`config.mk`:
```
export PLATFORM = sky130hd
export DESIGN_NAME = raster_irq_gen
export DESIGN_NICKNAME = d
export VERILOG_FILES = /design/src/rtl/rirq_pkg.sv /design/src/rtl/rirq_regs.sv /design/src/rtl/rirq_vcmp.sv /design/src/rtl/rirq_hsched.sv /design/src/rtl/raster_irq_gen.sv
export SDC_FILE = /design/constraint.sdc
export NUM_CORES = 1
export LEC_CHECK = 0
export BUFFER_PORTS_ARGS = -buffer_cell sky130_fd_sc_hd__buf_2
export CORE_ASPECT_RATIO = 1.1
export CORE_UTILIZATION = 60
export DETAILED_ROUTE_END_ITERATION = 10
export PLACE_DENSITY = 0.85
export SLEW_MARGIN = 20
export SYNTH_ARGS = -nofsm -noshare
export SYNTH_HDL_FRONTEND = slang
export SYNTH_HIERARCHICAL = 1
export SYNTH_SLANG_ARGS = --single-unit
```
`constraint.sdc`:
```
create_clock -name clk -period 8 [get_ports clk]
set_clock_uncertainty 0.2 [all_clocks]
set_input_delay 1.6 -clock clk [delete_from_list [all_inputs] [get_ports clk]]
set_output_delay 1.6 -clock clk [all_outputs]
set_load 0.02 [all_outputs]
```
`src/rtl/rirq_pkg.sv`:
```
package rirq_pkg;

    localparam int FLD_W = 10;
    localparam int REG_W = 32;
    localparam int NUM_V = 2;

    localparam logic [REG_W-1:0] VREG_MASK = 32'h03FF_03FF;
    localparam logic [REG_W-1:0] HREG_MASK = 32'h03FF_33FF;

    typedef enum logic [1:0] {
        HM_FRAME      = 2'd0,
        HM_EVERY_N    = 2'd1,
        HM_EVERY_LINE = 2'd2,
        HM_RSVD       = 2'd3
    } hmode_e;

    typedef struct packed {
        logic [FLD_W-1:0] line_a;
        logic [FLD_W-1:0] line_b;
    } vcfg_t;

    typedef struct packed {
        logic [FLD_W-1:0] line;
        hmode_e           mode;
        logic [FLD_W-1:0] hpos;
    } hcfg_t;

    function automatic vcfg_t vcfg_of(input logic [REG_W-1:0] w);
        vcfg_t r;
        r.line_a = w[25:16];
        r.line_b = w[9:0];
        return r;
    endfunction

    function automatic hcfg_t hcfg_of(input logic [REG_W-1:0] w);
        hcfg_t r;
        r.line = w[9:0];
        r.mode = hmode_e'(w[13:12]);
        r.hpos = w[25:16];
        return r;
    endfunction

    function automatic logic [REG_W-1:0] vcfg_word(input vcfg_t c);
        logic [REG_W-1:0] r;
        r        = '0;
        r[25:16] = c.line_a;
        r[9:0]   = c.line_b;
        return r;
    endfunction

    function automatic logic [REG_W-1:0] hcfg_word(input hcfg_t c);
        logic [REG_W-1:0] r;
        r        = '0;
        r[25:16] = c.hpos;
        r[13:12] = c.mode;
        r[9:0]   = c.line;
        return r;
    endfunction

    // Field line to raster line: 2L + parity
    function automatic logic [FLD_W:0] map_line(input logic [FLD_W-1:0] l,
                                                input logic odd);
        return {l, odd};
    endfunction

    function automatic logic is_repeat(input hmode_e m);
        return (m == HM_EVERY_N) || (m == HM_EVERY_LINE);
    endfunction

    function automatic logic [FLD_W-1:0] step_of(input hcfg_t c);
        return (c.mode == HM_EVERY_LINE) ? FLD_W'(1) : c.line;
    endfunction

endpackage

```
`src/rtl/rirq_regs.sv`:
```
module rirq_regs
    import rirq_pkg::*;
(
    input  logic             clk,
    input  logic             rst,
    input  logic             wr_en,
    input  logic             wr_sel,
    input  logic [REG_W-1:0] wr_data,
    input  logic             rd_sel,
    output logic [REG_W-1:0] rd_data,
    output vcfg_t            vcfg_q,
    output hcfg_t            hcfg_q,
    output hcfg_t            hcfg_new,
    output logic             h_load
);

    assign hcfg_new = hcfg_of(wr_data);
    assign h_load   = wr_en & wr_sel;

    always_ff @(posedge clk) begin
        if (rst) begin
            vcfg_q <= '0;
            hcfg_q <= '0;
        end else if (wr_en) begin
            if (wr_sel) hcfg_q <= hcfg_new;
            else        vcfg_q <= vcfg_of(wr_data);
        end
    end

    assign rd_data = rd_sel ? hcfg_word(hcfg_q) : vcfg_word(vcfg_q);

endmodule

```
`src/rtl/rirq_vcmp.sv`:
```
module rirq_vcmp
    import rirq_pkg::*;
#(
    parameter int LINE_W = 11,
    parameter int CLK_W  = 11
) (
    input  logic              clk,
    input  logic              rst,
    input  logic [FLD_W-1:0]  fld,
    input  logic [LINE_W-1:0] line_cnt,
    input  logic [CLK_W-1:0]  clk_pos,
    input  logic              field_odd,
    input  logic [LINE_W-1:0] total_lines,
    output logic              irq
);

    localparam int BASE_W = (LINE_W > FLD_W + 1) ? LINE_W : FLD_W + 1;
    localparam int CMP_W  = BASE_W + 1;

    logic [CMP_W-1:0] tgt_x, cnt_x, tot_x;
    logic             hit, hit_d, rise;

    assign tgt_x = CMP_W'(map_line(fld, field_odd));
    assign cnt_x = CMP_W'(line_cnt);
    assign tot_x = CMP_W'(total_lines);

    assign hit  = (tgt_x < tot_x) && (cnt_x == tgt_x) && (clk_pos == '0);
    assign rise = hit & ~hit_d;

    always_ff @(posedge clk) begin
        if (rst) begin
            hit_d <= 1'b0;
            irq   <= 1'b0;
        end else begin
            hit_d <= hit;
            irq   <= rise;
        end
    end

endmodule

```
`src/rtl/rirq_hsched.sv`:
```
module rirq_hsched
    import rirq_pkg::*;
#(
    parameter int LINE_W = 11,
    parameter int CLK_W  = 11
) (
    input  logic              clk,
    input  logic              rst,
    input  logic              load,
    input  hcfg_t             cfg_new,
    input  hcfg_t             cfg,
    input  logic [LINE_W-1:0] line_cnt,
    input  logic [CLK_W-1:0]  clk_pos,
    input  logic              field_odd,
    input  logic [LINE_W-1:0] total_lines,
    input  logic [CLK_W-1:0]  line_len,
    output logic              irq
);

    localparam int BASE_W = (LINE_W > FLD_W + 1) ? LINE_W : FLD_W + 1;
    localparam int TGT_W  = BASE_W + 1;
    localparam int CMP_W  = TGT_W + 1;

    logic [TGT_W-1:0] tgt_q, half, step_cur, step_nxt, base_nxt;
    logic [CMP_W-1:0] map_x;
    logic [CLK_W-1:0] hp2, fire_pos;
    logic             hit, hit_d, rise, rep_cur;

    assign half     = TGT_W'(total_lines >> 1);
    assign step_cur = TGT_W'(step_of(cfg));
    assign step_nxt = TGT_W'(step_of(cfg_new));
    assign base_nxt = TGT_W'(line_cnt >> 1);
    assign rep_cur  = is_repeat(cfg.mode);

    assign hp2      = CLK_W'({cfg.hpos, 1'b0});
    assign fire_pos = (hp2 > line_len) ? line_len : hp2;

    assign map_x = {tgt_q, field_odd};
    assign hit   = (map_x < CMP_W'(total_lines)) &&
                   (map_x == CMP_W'(line_cnt)) &&
                   (clk_pos == fire_pos);
    assign rise  = hit & ~hit_d;

    always_ff @(posedge clk) begin
        if (rst) begin
            tgt_q <= '0;
            hit_d <= 1'b0;
            irq   <= 1'b0;
        end else begin
            hit_d <= hit;
            irq   <= rise;
            if (load) begin
                tgt_q <= is_repeat(cfg_new.mode) ? base_nxt + step_nxt
                                                 : TGT_W'(cfg_new.line);
            end else if (rise && rep_cur) begin
                tgt_q <= tgt_q + step_cur;
            end else if (rep_cur && (half != '0) && (tgt_q > half)) begin
                tgt_q <= tgt_q - half;
            end
        end
    end

endmodule

```
`src/rtl/raster_irq_gen.sv`:
```
module raster_irq_gen
    import rirq_pkg::*;
#(
    parameter int LINE_W = 11,
    parameter int CLK_W  = 11
) (
    input  logic              clk,
    input  logic              rst,
    input  logic              wr_en,
    input  logic              wr_sel,
    input  logic [31:0]       wr_data,
    input  logic              rd_sel,
    output logic [31:0]       rd_data,
    input  logic [LINE_W-1:0] line_cnt,
    input  logic [CLK_W-1:0]  clk_pos,
    input  logic              field_odd,
    input  logic [LINE_W-1:0] total_lines,
    input  logic [CLK_W-1:0]  line_len,
    output logic [1:0]        vpos_irq,
    output logic              hpos_irq
);

    vcfg_t            vcfg_q;
    hcfg_t            hcfg_q, hcfg_new;
    logic             h_load;
    logic [FLD_W-1:0] vfld [NUM_V];

    rirq_regs u_regs (
        .clk      (clk),
        .rst      (rst),
        .wr_en    (wr_en),
        .wr_sel   (wr_sel),
        .wr_data  (wr_data),
        .rd_sel   (rd_sel),
        .rd_data  (rd_data),
        .vcfg_q   (vcfg_q),
        .hcfg_q   (hcfg_q),
        .hcfg_new (hcfg_new),
        .h_load   (h_load)
    );

    assign vfld[0] = vcfg_q.line_a;
    assign vfld[1] = vcfg_q.line_b;

    for (genvar k = 0; k < NUM_V; k++) begin : g_vcmp
        rirq_vcmp #(.LINE_W(LINE_W), .CLK_W(CLK_W)) u_vcmp (
            .clk         (clk),
            .rst         (rst),
            .fld         (vfld[k]),
            .line_cnt    (line_cnt),
            .clk_pos     (clk_pos),
            .field_odd   (field_odd),
            .total_lines (total_lines),
            .irq         (vpos_irq[k])
        );
    end

    rirq_hsched #(.LINE_W(LINE_W), .CLK_W(CLK_W)) u_hsched (
        .clk         (clk),
        .rst         (rst),
        .load        (h_load),
        .cfg_new     (hcfg_new),
        .cfg         (hcfg_q),
        .line_cnt    (line_cnt),
        .clk_pos     (clk_pos),
        .field_odd   (field_odd),
        .total_lines (total_lines),
        .line_len    (line_len),
        .irq         (hpos_irq)
    );

endmodule

```
==> results.toml <==
[run_status]
status = "complete, but fails checks"
violations = "DRC"

[floorplan]
initial_core_util = 0.620
coreArea_sq_mm = 0.00989
die-area_sq_mm = 0.0106
num_io_pins = 117
rows = 38
die_h_um = 108
die-width_um = 98.4

[setup_path]
regToRegEndpoint = "u_hsched/tgt_q[7]"
r2r_setup_slack_ns = 4.33
slowest_delay_ns = 0.53
arrival_ns = 4.70
crit_chain = "buf_2, inv_1, ha_1, nand3_1, or3_1, o31a_1, a21oi_4, a21oi_1, nor3_1, a31oi_1, and2_4, a221o_1"
crit_path_end_kind = "flip-flop"
required_ns = 8.05
critical_path.slowest_cell = "nor3_1"
cp_num_buf_inv = 2
start_kind = "input port"
cp_max_fo = 6
r2r_start = "u_regs/hcfg_q[3]"
path_class = "in -> reg"
cpLargestDelayFamily = "simple AND/OR/NAND/NOR gates"
reg2regPathDepth = 10

[synthesis]
synth_cells = 737
syn_area_sq_mm = 0.00614
syn_avg_cell_area_sq_um = 8.33
yosysWarnings = 6

[clock_network]
clk_latency_ns = 0.36
post_cts_buffers = 0
cts-hold-fix-buffers = 0
clock-sinks = 60
path_clk_slew_ns = 0.08
clock_path_buffers = 2
cts_tree = "done"
cts_resized = 0
numCtsBuffers = 9
htreeDepth = 3
clockRootBuffer = "clkbuf_8"

[layout]
final_cells = 940
drive_gt1_frac = 0.199
num-nets-final = 963
fin_util = 0.681
seq_area_sq_mm = 0.00120
multi_input_area_sq_mm = 0.00442
areaGrowthSynthToFinish_pct = 9.69
fillers = 846
antenna_cells = 0

[power]
p_leak_nw = 3.37
powerDensity_mw_per_mm2 = 137
peakVddDrop_uv = 191

[global_route]
grt_pass1_wl_mm = 27.9
track_usage = 0.340
grt.overflow.total = 0
grt_start_max_net_pins = 41
antenna_found_initial = 0
grt_pass1_vias = 5469

[sta]
fin_crit_sh = 0.582
max_freq_mhz = 215
slew_headroom = 0.271
fin_setup_tns_ns = 0
worstMarginPinSlew_ns = 1.09
fin_crit_ns = 4.65
whs_ns = 0.219
slew_violations = 0
setup_violations = 0
rsz0062_at_grt = "false"
setup_slack_ns = 3.35
hold_viol_final = 0

[place]
placed_cells = 924
gp_congestion = 0.931
numPortBuffers = 96
dp_slack_ns = 3.00
dp_hpwl_mm = 14.4

[run]
maxCapViolations = 0

[detailed_routing]
wl_per_cell_um = 19.2
viasPerCell = 6.13
drc_errors = 3
drtAntennaViolNets = 0
vias = 5763
drt-pass1-iter-count = 11
first_iter_violations = 401
totalWireLength_mm = 18.0

[min_path]
hp-class = "reg -> reg"
hold_end = "g_vcmp[0].u_vcmp/irq"
min_path_cells = 1
min-delay-start = "g_vcmp[0].u_vcmp/hit_d"
## power by group
part           switching, W  internal, W
combinational      0.000170     0.000128
clock              0.000137     0.000152
sequential        0.0000233     0.000314
total              0.000330     0.000594
## per-layer routing
metal / track usage / wire, um / up-vias
met5: 0 / 0 / -
met4: 0.106 / 352 / 0
met3: 0.0427 / 1280 / 33
met2: 0.587 / 8750 / 272
met1: 0.443 / 7620 / 2733
li1: - / - / 2725
## registers in the layout, indices dropped and copies added (netlist names)
signal / flops
u_regs/hcfg_q: 22
u_regs/vcfg_q: 20
u_hsched/tgt_q: 12
g_vcmp.u_vcmp/hit_d: 2
g_vcmp.u_vcmp/irq: 2
u_hsched/hit_d: 1
u_hsched/irq: 1
## through the flow
step	area (sq um)	total power [W]
floorplan	6170	0.000549
global placement	6530	0.000621
finish	6730	0.000924
detailed placement	6530	0.000633
global route	6730	0.000967
CTS	6730	0.000919
## worst max path at each step
stage	startpoint	to	slack (ns)	cells after the start
2_1_floorplan	total_lines[6]	u_hsched/tgt_q[0]	3.51	11
3_3_place_gp	total_lines[6]	u_hsched/tgt_q[7]	3.08	12
3_5_place_dp	line_len[9]	u_hsched/tgt_q[7]	3.00	12
4_1_cts	line_len[9]	u_hsched/tgt_q[7]	3.38	12
5_1_grt	line_len[9]	u_hsched/tgt_q[7]	3.16	12
6_report	line_len[9]	u_hsched/tgt_q[7]	3.35	12
## layout by cell type, fill, tap and decap left out, types with 3 or more instances in the layout
cell / instances
nor2_1: 19
or2_2: 6
nand2b_1: 69
xor2_1: 33
nor4_1: 10
or3_1: 4
a21o_1: 7
buf_2: 96
a32o_1: 3
nand3_1: 11
nor2b_1: 24
a211oi_1: 4
nor3_1: 13
o221ai_1: 3
a21oi_1: 39
dfxtp_1: 60
o21ai_0: 35
mux2i_1: 51
xnor2_1: 24
a21boi_0: 6
a31oi_1: 5
and3_2: 3
o21a_1: 3
clkbuf_8: 10
nand4_1: 12
conb_1: 10
nand2_1: 31
inv_1: 71
o211ai_1: 3
mux2_2: 21
fa_1: 3
ha_1: 63
## layout make-up
| type | count | area share |
|---|---|---|
| inverter | 73 | 0.0407 |
| sequential | 60 | 0.178 |
| multi-input combinational | 574 | 0.656 |
| clock buffer | 10 | 0.0204 |
| timing repair buffer | 97 | 0.0725 |
| tap | 120 | 0.0223 |
| clock inverter | 6 | 0.00948 |
Note: power is estimated with default switching activity, not from simulation.
